File: src/rtl/lpc_io_pkg.sv
`timescale 1ns/1ps
package lpc_io_pkg;

    typedef enum logic [3:0] {
        ST_IDLE, ST_START, ST_CYC, ST_ADDR, ST_WDATA, ST_TAR,
        ST_SYNC, ST_RDATA, ST_TARB, ST_ABORT, ST_GAP, ST_DONE
    } lpc_state_e;

    typedef enum logic [2:0] {
        SC_READY, SC_WAIT, SC_ERROR, SC_NONE, SC_BAD
    } sync_class_e;

    localparam logic [3:0] NIB_FRAME   = 4'b0000;
    localparam logic [3:0] NIB_IO_RD   = 4'b0000;
    localparam logic [3:0] NIB_IO_WR   = 4'b0010;
    localparam logic [3:0] NIB_ONES    = 4'b1111;
    localparam logic [3:0] SYNC_OK     = 4'b0000;
    localparam logic [3:0] SYNC_SHORT  = 4'b0101;
    localparam logic [3:0] SYNC_LONG   = 4'b0110;
    localparam logic [3:0] SYNC_FAULT  = 4'b1010;

endpackage

File: src/rtl/lpc_sync_class.sv
`timescale 1ns/1ps
module lpc_sync_class
    import lpc_io_pkg::*;
(
    input  logic [3:0]  nib,
    output sync_class_e cls
);

    always_comb begin
        unique case (nib)
            SYNC_OK:            cls = SC_READY;
            SYNC_SHORT,
            SYNC_LONG:          cls = SC_WAIT;
            SYNC_FAULT:         cls = SC_ERROR;
            NIB_ONES:           cls = SC_NONE;
            default:            cls = SC_BAD;
        endcase
    end

endmodule

File: src/rtl/lpc_sync_timer.sv
`timescale 1ns/1ps
module lpc_sync_timer #(
    parameter int LIMIT = 4
) (
    input  logic clk,
    input  logic rst_n,
    input  logic active,
    input  logic silent,
    output logic expired
);

    localparam int CW = $clog2(LIMIT + 1);

    logic [CW-1:0] cnt_d, cnt_q;

    always_comb begin
        if (active && silent) begin
            cnt_d = cnt_q + CW'(1);
        end else begin
            cnt_d = '0;
        end
        expired = active && silent && (cnt_q == CW'(LIMIT - 1));
    end

    always_ff @(posedge clk or negedge rst_n) begin
        if (!rst_n) begin
            cnt_q <= '0;
        end else begin
            cnt_q <= cnt_d;
        end
    end

endmodule

File: src/rtl/lpc_pin_drive.sv
`timescale 1ns/1ps
module lpc_pin_drive
    import lpc_io_pkg::*;
#(
    parameter int ADDR_W = 16,
    parameter int CNT_W  = 2
) (
    input  lpc_state_e        st,
    input  logic [CNT_W-1:0]  nib,
    input  logic              is_write,
    input  logic [ADDR_W-1:0] addr,
    input  logic [7:0]        wbyte,
    output logic              frame_n,
    output logic [3:0]        lad,
    output logic              oe
);

    localparam int NIBS = ADDR_W / 4;

    logic [ADDR_W-1:0] addr_sh;

    always_comb begin
        addr_sh = addr >> (4 * (NIBS - 1 - int'(nib)));
        frame_n = 1'b1;
        lad     = NIB_ONES;
        oe      = 1'b0;
        unique case (st)
            ST_START: begin
                frame_n = 1'b0;
                lad     = NIB_FRAME;
                oe      = 1'b1;
            end
            ST_CYC: begin
                lad = is_write ? NIB_IO_WR : NIB_IO_RD;
                oe  = 1'b1;
            end
            ST_ADDR: begin
                lad = addr_sh[3:0];
                oe  = 1'b1;
            end
            ST_WDATA: begin
                lad = (nib == '0) ? wbyte[3:0] : wbyte[7:4];
                oe  = 1'b1;
            end
            ST_TAR: begin
                lad = NIB_ONES;
                oe  = (nib == '0);
            end
            ST_ABORT: begin
                frame_n = 1'b0;
                lad     = NIB_ONES;
                oe      = 1'b1;
            end
            default: begin
                frame_n = 1'b1;
                lad     = NIB_ONES;
                oe      = 1'b0;
            end
        endcase
    end

endmodule

File: src/rtl/lpc_io_host.sv
`timescale 1ns/1ps
module lpc_io_host
    import lpc_io_pkg::*;
#(
    parameter int ADDR_W       = 16,
    parameter int DATA_W       = 32,
    parameter int SYNC_LIMIT   = 4,
    parameter int ABORT_CLKS   = 4
) (
    input  logic              clk,
    input  logic              rst_n,
    input  logic              req_valid,
    input  logic              req_write,
    input  logic [1:0]        req_size,
    input  logic [ADDR_W-1:0] req_addr,
    input  logic [DATA_W-1:0] req_wdata,
    output logic              req_ready,
    output logic [DATA_W-1:0] rsp_rdata,
    output logic              rsp_error,
    output logic              rsp_abort,
    output logic              lframe_n,
    output logic [3:0]        lad_out,
    output logic              lad_oe,
    input  logic [3:0]        lad_in
);

    localparam int NIBS      = ADDR_W / 4;
    localparam int MAX_BYTES = DATA_W / 8;
    localparam int IDX_W     = (MAX_BYTES > 1) ? $clog2(MAX_BYTES) : 1;
    localparam int CNT_MAX   = (NIBS > ABORT_CLKS) ? ((NIBS > 2) ? NIBS : 2)
                                                   : ((ABORT_CLKS > 2) ? ABORT_CLKS : 2);
    localparam int CNT_W     = $clog2(CNT_MAX);

    typedef struct packed {
        lpc_state_e        st;
        logic [CNT_W-1:0]  nib;
        logic [IDX_W-1:0]  idx;
        logic [IDX_W-1:0]  last;
        logic              wr;
        logic [ADDR_W-1:0] base;
        logic [DATA_W-1:0] wdat;
        logic [DATA_W-1:0] rdat;
        logic              err;
        logic              abrt;
    } regs_t;

    regs_t d, q;

    sync_class_e       cls;
    logic              tmo;
    logic [IDX_W-1:0]  last_req;
    logic [ADDR_W-1:0] addr_cur;
    logic [7:0]        wbyte_cur;
    logic              is_last;

    lpc_sync_class u_cls (
        .nib (lad_in),
        .cls (cls)
    );

    lpc_sync_timer #(.LIMIT(SYNC_LIMIT)) u_tmr (
        .clk     (clk),
        .rst_n   (rst_n),
        .active  (q.st == ST_SYNC),
        .silent  (cls == SC_NONE),
        .expired (tmo)
    );

    lpc_pin_drive #(.ADDR_W(ADDR_W), .CNT_W(CNT_W)) u_pins (
        .st       (q.st),
        .nib      (q.nib),
        .is_write (q.wr),
        .addr     (addr_cur),
        .wbyte    (wbyte_cur),
        .frame_n  (lframe_n),
        .lad      (lad_out),
        .oe       (lad_oe)
    );

    // size code to index of the final byte, clamped to the data width
    always_comb begin
        int nb;
        nb = 1 << req_size;
        if (req_size == 2'd3) begin
            nb = 4;
        end
        if (nb > MAX_BYTES) begin
            nb = MAX_BYTES;
        end
        last_req = IDX_W'(nb - 1);
    end

    assign addr_cur  = q.base + ADDR_W'(q.idx);
    assign wbyte_cur = q.wdat[8*q.idx +: 8];
    assign is_last   = (q.idx == q.last);

    always_comb begin
        d = q;
        unique case (q.st)
            ST_IDLE: begin
                if (req_valid) begin
                    d.st   = ST_START;
                    d.wr   = req_write;
                    d.base = req_addr;
                    d.wdat = req_wdata;
                    d.rdat = '0;
                    d.err  = 1'b0;
                    d.abrt = 1'b0;
                    d.idx  = '0;
                    d.last = last_req;
                    d.nib  = '0;
                end
            end
            ST_START: begin
                d.st = ST_CYC;
            end
            ST_CYC: begin
                d.st  = ST_ADDR;
                d.nib = '0;
            end
            ST_ADDR: begin
                if (q.nib == CNT_W'(NIBS - 1)) begin
                    d.nib = '0;
                    d.st  = q.wr ? ST_WDATA : ST_TAR;
                end else begin
                    d.nib = q.nib + CNT_W'(1);
                end
            end
            ST_WDATA: begin
                if (q.nib == CNT_W'(1)) begin
                    d.nib = '0;
                    d.st  = ST_TAR;
                end else begin
                    d.nib = q.nib + CNT_W'(1);
                end
            end
            ST_TAR: begin
                if (q.nib == CNT_W'(1)) begin
                    d.nib = '0;
                    d.st  = ST_SYNC;
                end else begin
                    d.nib = q.nib + CNT_W'(1);
                end
            end
            ST_SYNC: begin
                unique case (cls)
                    SC_READY, SC_ERROR: begin
                        if (cls == SC_ERROR) begin
                            d.err = 1'b1;
                        end
                        d.nib = '0;
                        d.st  = q.wr ? ST_TARB : ST_RDATA;
                    end
                    SC_WAIT: begin
                        d.st = ST_SYNC;
                    end
                    SC_NONE: begin
                        if (tmo) begin
                            d.st   = ST_ABORT;
                            d.nib  = '0;
                            d.abrt = 1'b1;
                            if (!q.wr) begin
                                d.rdat[8*q.idx +: 8] = 8'hFF;
                            end
                        end
                    end
                    default: begin
                        d.st   = ST_ABORT;
                        d.nib  = '0;
                        d.abrt = 1'b1;
                        if (!q.wr) begin
                            d.rdat[8*q.idx +: 8] = 8'hFF;
                        end
                    end
                endcase
            end
            ST_RDATA: begin
                if (q.nib == '0) begin
                    d.rdat[8*q.idx +: 4] = lad_in;
                    d.nib = CNT_W'(1);
                end else begin
                    d.rdat[8*q.idx + 4 +: 4] = lad_in;
                    d.nib = '0;
                    d.st  = ST_TARB;
                end
            end
            ST_TARB: begin
                if (q.nib == CNT_W'(1)) begin
                    d.nib = '0;
                    if (is_last) begin
                        d.st = ST_DONE;
                    end else begin
                        d.idx = q.idx + IDX_W'(1);
                        d.st  = ST_START;
                    end
                end else begin
                    d.nib = q.nib + CNT_W'(1);
                end
            end
            ST_ABORT: begin
                if (q.nib == CNT_W'(ABORT_CLKS - 1)) begin
                    d.nib = '0;
                    d.st  = ST_GAP;
                end else begin
                    d.nib = q.nib + CNT_W'(1);
                end
            end
            ST_GAP: begin
                if (is_last) begin
                    d.st = ST_DONE;
                end else begin
                    d.idx = q.idx + IDX_W'(1);
                    d.st  = ST_START;
                end
            end
            ST_DONE: begin
                d.st = ST_IDLE;
            end
            default: begin
                d.st = ST_IDLE;
            end
        endcase
    end

    always_ff @(posedge clk or negedge rst_n) begin
        if (!rst_n) begin
            q <= '{st: ST_IDLE, default: '0};
        end else begin
            q <= d;
        end
    end

    assign req_ready = (q.st == ST_DONE);
    assign rsp_rdata = q.rdat;
    assign rsp_error = q.err;
    assign rsp_abort = q.abrt;

endmodule

File: config.mk
export PLATFORM = sky130hd
export DESIGN_NAME = lpc_io_host
export DESIGN_NICKNAME = d
export VERILOG_FILES = /design/src/rtl/lpc_io_pkg.sv /design/src/rtl/lpc_sync_class.sv /design/src/rtl/lpc_sync_timer.sv /design/src/rtl/lpc_pin_drive.sv /design/src/rtl/lpc_io_host.sv
export SDC_FILE = /design/constraint.sdc
export NUM_CORES = 1
export LEC_CHECK = 0
export BUFFER_PORTS_ARGS = -buffer_cell sky130_fd_sc_hd__buf_2
export CELL_PAD_IN_SITES_DETAIL_PLACEMENT = 0
export CELL_PAD_IN_SITES_GLOBAL_PLACEMENT = 1
export CORE_MARGIN = 10
export CORE_UTILIZATION = 35
export CTS_CLUSTER_DIAMETER = 60
export DETAILED_ROUTE_END_ITERATION = 16
export PLACE_DENSITY = 0.72
export SLEW_MARGIN = 20
export SYNTH_ARGS = -nofsm -noshare
export SYNTH_HDL_FRONTEND = slang
export SYNTH_SLANG_ARGS = --single-unit
File: constraint.sdc
create_clock -name clk -period 6.4 [get_ports clk]
set_clock_uncertainty 0.2 [all_clocks]
set_input_delay 0.96 -clock clk [delete_from_list [all_inputs] [get_ports clk]]
set_output_delay 0.96 -clock clk [all_outputs]
set_load 0.01 [all_outputs]
# Word-level counts from Yosys, hierarchy flattened
# Index checks and enable logic that the tools add are counted.
dict set report totals {
  register_bits 96
  latch_bits 0
  ramBits 0
  mem_bits_ro 0
  inputBits 58
  out_inout_bits 41
  mem_count 0
}
dict set report op_classes {
  add_sub_neg 9
  n_mul 0
  n_div 0
  magnitude_cmp 1
  n_eq_ne 35
  shifts 9
  n_mux 43
  bitwise_logic 0
  n_reduce_logical 24
}
# op count
set ops {}
lappend ops {{32-bit 2-to-1 mux} 4}
lappend ops {{32-bit bitwise mux} 3}
lappend ops {{32-bit case mux with 3 select lines} 1}
lappend ops {{93-bit 2-to-1 mux} 1}
lappend ops {{4-bit by 34-bit variable shift with 32-bit output, first input constant} 2}
lappend ops {{4-bit by 34-bit indexed part select with 32-bit output} 2}
lappend ops {{32-bit case mux with 2 select lines} 1}
lappend ops {{4-bit case mux with 11 select lines} 1}
lappend ops {{4-bit 2-to-1 mux} 9}
lappend ops {{5-bit negation with 34-bit output} 1}
lappend ops {{6-bit negation with 34-bit output} 1}
lappend ops {{8-bit by 34-bit variable shift with 32-bit output, first input constant} 1}
lappend ops {{8-bit by 34-bit indexed part select with 32-bit output, first input constant} 1}
lappend ops {{32-bit by 4-bit greater-than comparator with 1-bit output, second input constant} 1}
lappend ops {{32-bit by 6-bit indexed part select with 8-bit output} 1}
lappend ops {{1-bit by 2-bit left shift with 32-bit output, first input constant} 1}
lappend ops {{16-bit by 32-bit right shift with 4-bit output} 1}
lappend ops {{4-bit by 3-bit == test with 1-bit output, second input constant} 6}
lappend ops {{4-bit == test, second input constant} 6}
lappend ops {{2-bit inequality test, second input constant} 11}
lappend ops {{16-bit by 2-bit adder with 16-bit output} 1}
lappend ops {{4-bit case mux with 4 select lines} 1}
lappend ops {{4-bit AND reduction} 4}
lappend ops {{2-bit 2-to-1 mux} 6}
lappend ops {{35 further kinds} 54}

# Logic depth before layout (Yosys ltp)
dict set report logic_depth {
  word_depth 9
  depth_mapped 9
  ltp_nobuf 7
}

# Cells and area by module
# A second synthesis with hierarchy kept.
dict set report hier_totals {
  cells_unflattened 550
  hier_area_um2 5914.4
}
# module n_inst cells_per_inst area_per_inst_um2 seq_area_each_um2
set by_module_without_submodules {}
lappend by_module_without_submodules {lpc_io_host 1 498 5410.2 2327.2}
lappend by_module_without_submodules {lpc_pin_drive 1 34 300.3 0.0}
lappend by_module_without_submodules {lpc_sync_timer 1 10 133.9 75.1}
lappend by_module_without_submodules {lpc_sync_class 1 8 70.1 0.0}

# Worst setup path before layout
# OpenSTA, ideal clock, no wires.
dict set report synth_path {
  path_type {register -> output}
  from {reg q[85] (netlist bit)}
  to {out lad_out[2]}
  arrival_time_ps 1954
  t_required_ps 5240
  slack_ps 3286
  path_stages_with_launch 8
  n_path_buf 0
  cell_sequence {dfrtp_1 ha_1 fa_1 nand4_2 nor4_2 xnor2_1 a22oi_1 a211o_1}
}
dict set report synth_between {
  elab_chain_len 3
  word_cells_on_any_way 5
  cone_classes {1 x add/sub; 2 x shift; 2 x mux}
}
# item line
set synth_rtl {}
lappend synth_rtl {{from (decl)} lpc_io_host.sv:47} ;# regs_t d, q;
lappend synth_rtl {{from (signal assigned)} lpc_io_host.sv:227} ;# q <= '{st: ST_IDLE, default: '0};
lappend synth_rtl {{from (signal assigned)} lpc_io_host.sv:229} ;# q <= d;
lappend synth_rtl {{16-bit by 2-bit adder with 16-bit output or 32-bit by 6-bit indexed part select with 8-bit output (tied branches)} {lpc_io_host.sv:93, lpc_io_host.sv:94}}
lappend synth_rtl {{16-bit by 32-bit right shift with 4-bit output or 4-bit 2-to-1 mux (tied branches)} {lpc_pin_drive.sv:23, lpc_pin_drive.sv:42}}
lappend synth_rtl {{4-bit case mux with 4 select lines (*)} lpc_pin_drive.sv:27} ;# unique case (st)
lappend synth_rtl {{to (decl)} lpc_io_host.sv:22} ;# output logic [3:0] lad_out,
# Mark *: on every way between the ends. The rest lies on a longest branch, timed or not.

# Worst setup path after layout
dict set report layout_path {
  from {reg q[87] (netlist bit)}
  to {out lad_out[0]}
}
dict set report layout_between {
  elab_chain_len 3
  word_cells_on_any_way 5
  cone_classes {1 x add/sub; 1 x shift; 2 x mux; 1 x reduce/logical}
}
# item line
set layout_rtl {}
lappend layout_rtl {{2-bit by 2-bit subtractor with 3-bit output or 2-bit logical NOT (tied branches)} {lpc_pin_drive.sv:23, lpc_pin_drive.sv:42}}
lappend layout_rtl {{16-bit by 32-bit right shift with 4-bit output or 4-bit 2-to-1 mux (tied branches)} {lpc_pin_drive.sv:23, lpc_pin_drive.sv:42}}
lappend layout_rtl {{4-bit case mux with 4 select lines (*)} lpc_pin_drive.sv:27}
# Marks and branches as above.

==> results.cfg <==
[grt]
grt_pass1_wl_um = 28280
grt_pass1_vias = 5342
track_usage_pct = 14.35
remaining_global_route_overflow = 0
maximum_number_of_pins_on_one_net_before_global_route_repair = 66
antenna_found_initial = 0

[logic_synthesis]
netlist-cell-type-count = 79
synthesis.nets = 800
post_synth_inst_count = 725
async_set_or_reset_register_ratio_after_synthesis_pct = 100.0
largest_cells_by_area_after_synthesis = sky130_fd_sc_hd__dfrtp_1 38%, sky130_fd_sc_hd__nand2_1 10%, sky130_fd_sc_hd__buf_4 4.4%
ys_seq_area_share_pct = 38.27
synth.avg_cell_area_sq_um = 8.658
yosysWarnings = 0
synth_largest_area_cell = sky130_fd_sc_hd__dfrtp_1
netlist_top_cells_count = 170 x sky130_fd_sc_hd__nand2_1, 96 x sky130_fd_sc_hd__dfrtp_1, 37 x sky130_fd_sc_hd__buf_4
synthFlopType = sky130_fd_sc_hd__dfrtp_1
synth_area_sq_mm = 0.006277
post-synth-top-area-fraction_pct = 38.27
yosysMostFrequentCell = sky130_fd_sc_hd__nand2_1
number_of_flops_mapped_to_enable_cells_by_yosys = 0
synth-seq-cells = 96

[placement]
dp_worst_setup_slack_ns = 2.620
place.gp.congestion = 0.8121
port_buffers = 98
place_hpwl_um = 12160
numPlacedInstances = 973
placed_cell_area_sq_mm = 0.006624

[hold_path]
worstHoldEndpoint = u_tmr.cnt_q[0]
hold-path-cell-count = 1
worstHoldPathType = reg -> reg
hold_path_startpoint = u_tmr.cnt_q[0]

[floorplan]
floorplan.die.height_um = 153.9
die_x_um = 153.9
rows = 48
die-area_sq_mm = 0.02369
floorplan.initialDensity_pct = 36.04
core_sq_mm = 0.01742
io_pins = 99

[routing]
route.detailed.vias_per_inst = 5.425
drtIter0Drc = 428
detail_route.drc_violations = 0
wirelength_um = 17280
num_vias = 5360
route.detailed.wl_per_inst_um = 17.48
ant_nets = 0
drtPass1Iterations = 5

[cts]
path_clk_slew_ns = 0.07
cts_htree_levels = 3
worst_skew_pair.late_latency_ns = 0.35
postCtsSetupRepairBufs = 0
cts_tree = yes
number_of_buffers_inserted_for_hold_repair_after_clock_tree_synthesis = 0
num_clock_sinks = 96
cts_inserted_buffers = 9
max-clock-path-buffers = 2
cts_root_buffer = sky130_fd_sc_hd__clkbuf_16
ctsResizeCount = 0

[power]
power.share.switching_pct = 42.07
static_power_due_to_leakage_nw = 3.420
power.net_switching_mw = 1.340
irDropWorstVdd_v = 0.0002044
clock_power_share_pct = 19.6
total_power_mw = 3.184
power_density_mw_per_mm2 = 457.0
power.share.sequential_pct = 32.7
combPwrFrac_pct = 47.7
p_int_mw = 1.844

[sta]
final_hold_viol_count = 0
grt_setup_unrepaired = false
relSlewSlack_pct = 40.24
fin_tns_setup_ns = 0
maxSlewViolCount = 0
tightestPinTransition_ns = 0.8964
post-route-worst-setup-slack_ns = 2.274
hold-worst-slack_ns = 0.2262
timing.final.crit_period_ns = 4.126
fin_crit_sh_pct = 64.47
final_setup_violating_endpoints = 0
max_clock_freq_ghz = 0.2424

[critical_path]
critPathRequiredTime_ns = 5.24
ff2ff_path_depth = 7
crit_end_category = primary output
cp.arrival_ns = 2.97
critical-path-slowest-cell = sky130_fd_sc_hd__dfrtp_1
slowest_delay_ns = 0.55
rr_startpoint = q[86]
timing.critical_path.cells = inv_1, ha_1, nand2_1, a211oi_1, nor4_1, a2111oi_2, o211ai_1, buf_2
crit-reg2reg-capture = rsp_rdata[16]
buf_inv_stages_crit_path = 2
crit_path_start_kind = flip-flop
crit_start = q[87]
worst-r2r-setup-slack_ns = 3.39
critical_path_fanout_max = 16
timing.critical_path.max_delay_family = compound AO/OA/AOI/OAI gates
worst-setup-path-type = reg -> out

[cells_and_area]
nNetsFinal = 834
insertedDiodeCount = 0
postLayoutCoreUtil_pct = 40.01
design_area_sq_mm = 0.006968
area_growth_pct = 11.00
drive_above_1_share_pct = 21.63
finalNonFillerCells = 988

[run]
drv.max_cap_violation_count = 0

[outcome]
result_of_the_run = complete, no violations
-- layout make-up --
type                    count  area (sq um)
multi-input cells         532          3349
well taps                 225         281.5
clock buffers              12         246.5
inverters                  16         60.06
flip-flops and latches     96          2402
fillers                  1814         10450
clock inverters             3         90.09
repair buffers            104         538.0
-- routing by layer --
layer | share of wire (%) | wire, um | up-vias | track usage, %
li1 | - | - | 2583 | -
met1 | 46 | 7968 | 2610 | 19.13
met2 | 47 | 8084 | 158 | 22.73
met3 | 6.5 | 1120 | 9 | 4.268
met4 | 0.59 | 102 | 0 | 2.384
met5 | 0 | 0 | - | 0
-- power by group through the flow --
stage / Combinational [mW] / Sequential, mW / Clock [mW]
after CTS: 1.53 / 1.04 / 0.638
after detailed placement: 1.53 / 1.05 / 0
final: 1.52 / 1.04 / 0.624
after floorplan: 1.26 / 0.956 / 0
after global placement: 1.50 / 1.04 / 0
after global routing: 1.70 / 1.08 / 0.666
-- worst reg2reg max path, cell delays in order, from the launching register on --
cell and delay, ns:
sky130_fd_sc_hd__dfrtp_1 0.80, sky130_fd_sc_hd__inv_1 0.31, sky130_fd_sc_hd__ha_1 0.49, sky130_fd_sc_hd__nor3b_2 0.33
sky130_fd_sc_hd__nor2b_1 0.30, sky130_fd_sc_hd__a21oi_1 0.11, sky130_fd_sc_hd__o31ai_1 0.23, sky130_fd_sc_hd__o211a_1 0.19
-- state kept, by name, indices dropped and copies added, names as in the netlist --
| signal | flops |
|---|---|
| q | 59 |
| rsp_rdata | 32 |
| u_tmr.cnt_q | 3 |
| rsp_error | 1 |
| rsp_abort | 1 |
-- cells in the final DEF, fill, tap and decap left out, types with 4 or more instances in the layout --
cell and count:
sky130_fd_sc_hd__ha_1 16, sky130_fd_sc_hd__o22ai_1 19, sky130_fd_sc_hd__nand4_1 4, sky130_fd_sc_hd__a211oi_1 6
sky130_fd_sc_hd__dfrtp_1 96, sky130_fd_sc_hd__nand2b_1 9, sky130_fd_sc_hd__o21ai_0 20, sky130_fd_sc_hd__inv_1 15
sky130_fd_sc_hd__o31ai_1 13, sky130_fd_sc_hd__buf_4 7, sky130_fd_sc_hd__nand3_1 10, sky130_fd_sc_hd__buf_2 97
sky130_fd_sc_hd__clkbuf_16 9, sky130_fd_sc_hd__a22oi_1 23, sky130_fd_sc_hd__nand2_1 170, sky130_fd_sc_hd__a31oi_1 5
sky130_fd_sc_hd__o21ai_1 6, sky130_fd_sc_hd__xor2_1 9, sky130_fd_sc_hd__xnor2_1 6, sky130_fd_sc_hd__mux2_2 5
sky130_fd_sc_hd__o211a_1 12, sky130_fd_sc_hd__nor2_1 35, sky130_fd_sc_hd__or2_2 13, sky130_fd_sc_hd__nor3_1 13
sky130_fd_sc_hd__a21oi_1 34, sky130_fd_sc_hd__nor2b_1 8, sky130_fd_sc_hd__o21a_1 24
-- kinds of logic (layout without fill, tap and decap cells) --
kind of cell | after synthesis | after routing | share of synthesized area [%]
flip-flops | 96 | 96 | 38.27
multiplexers | 12 | 12 | 2.571
adder cells (fa/ha/maj) | 17 | 17 | 3.508
buffers and inverters | 97 | 135 | 8.730
AO/OA/AOI/OAI | 195 | 195 | 22.74
AND/OR/NAND/NOR | 293 | 293 | 22.08
XOR/XNOR | 15 | 15 | 2.093
-- worst max path at each step --
stage	end	slack, ns	cells after the start
5_1_grt	lad_out[0]	2.03	8
4_1_cts	lad_out[0]	2.22	8
3_5_place_dp	lad_out[0]	2.62	8
2_1_floorplan	lad_out[2]	3.29	7
3_3_place_gp	lad_out[0]	2.76	8
6_report	lad_out[0]	2.27	8
(Power assumes the default switching activity.)
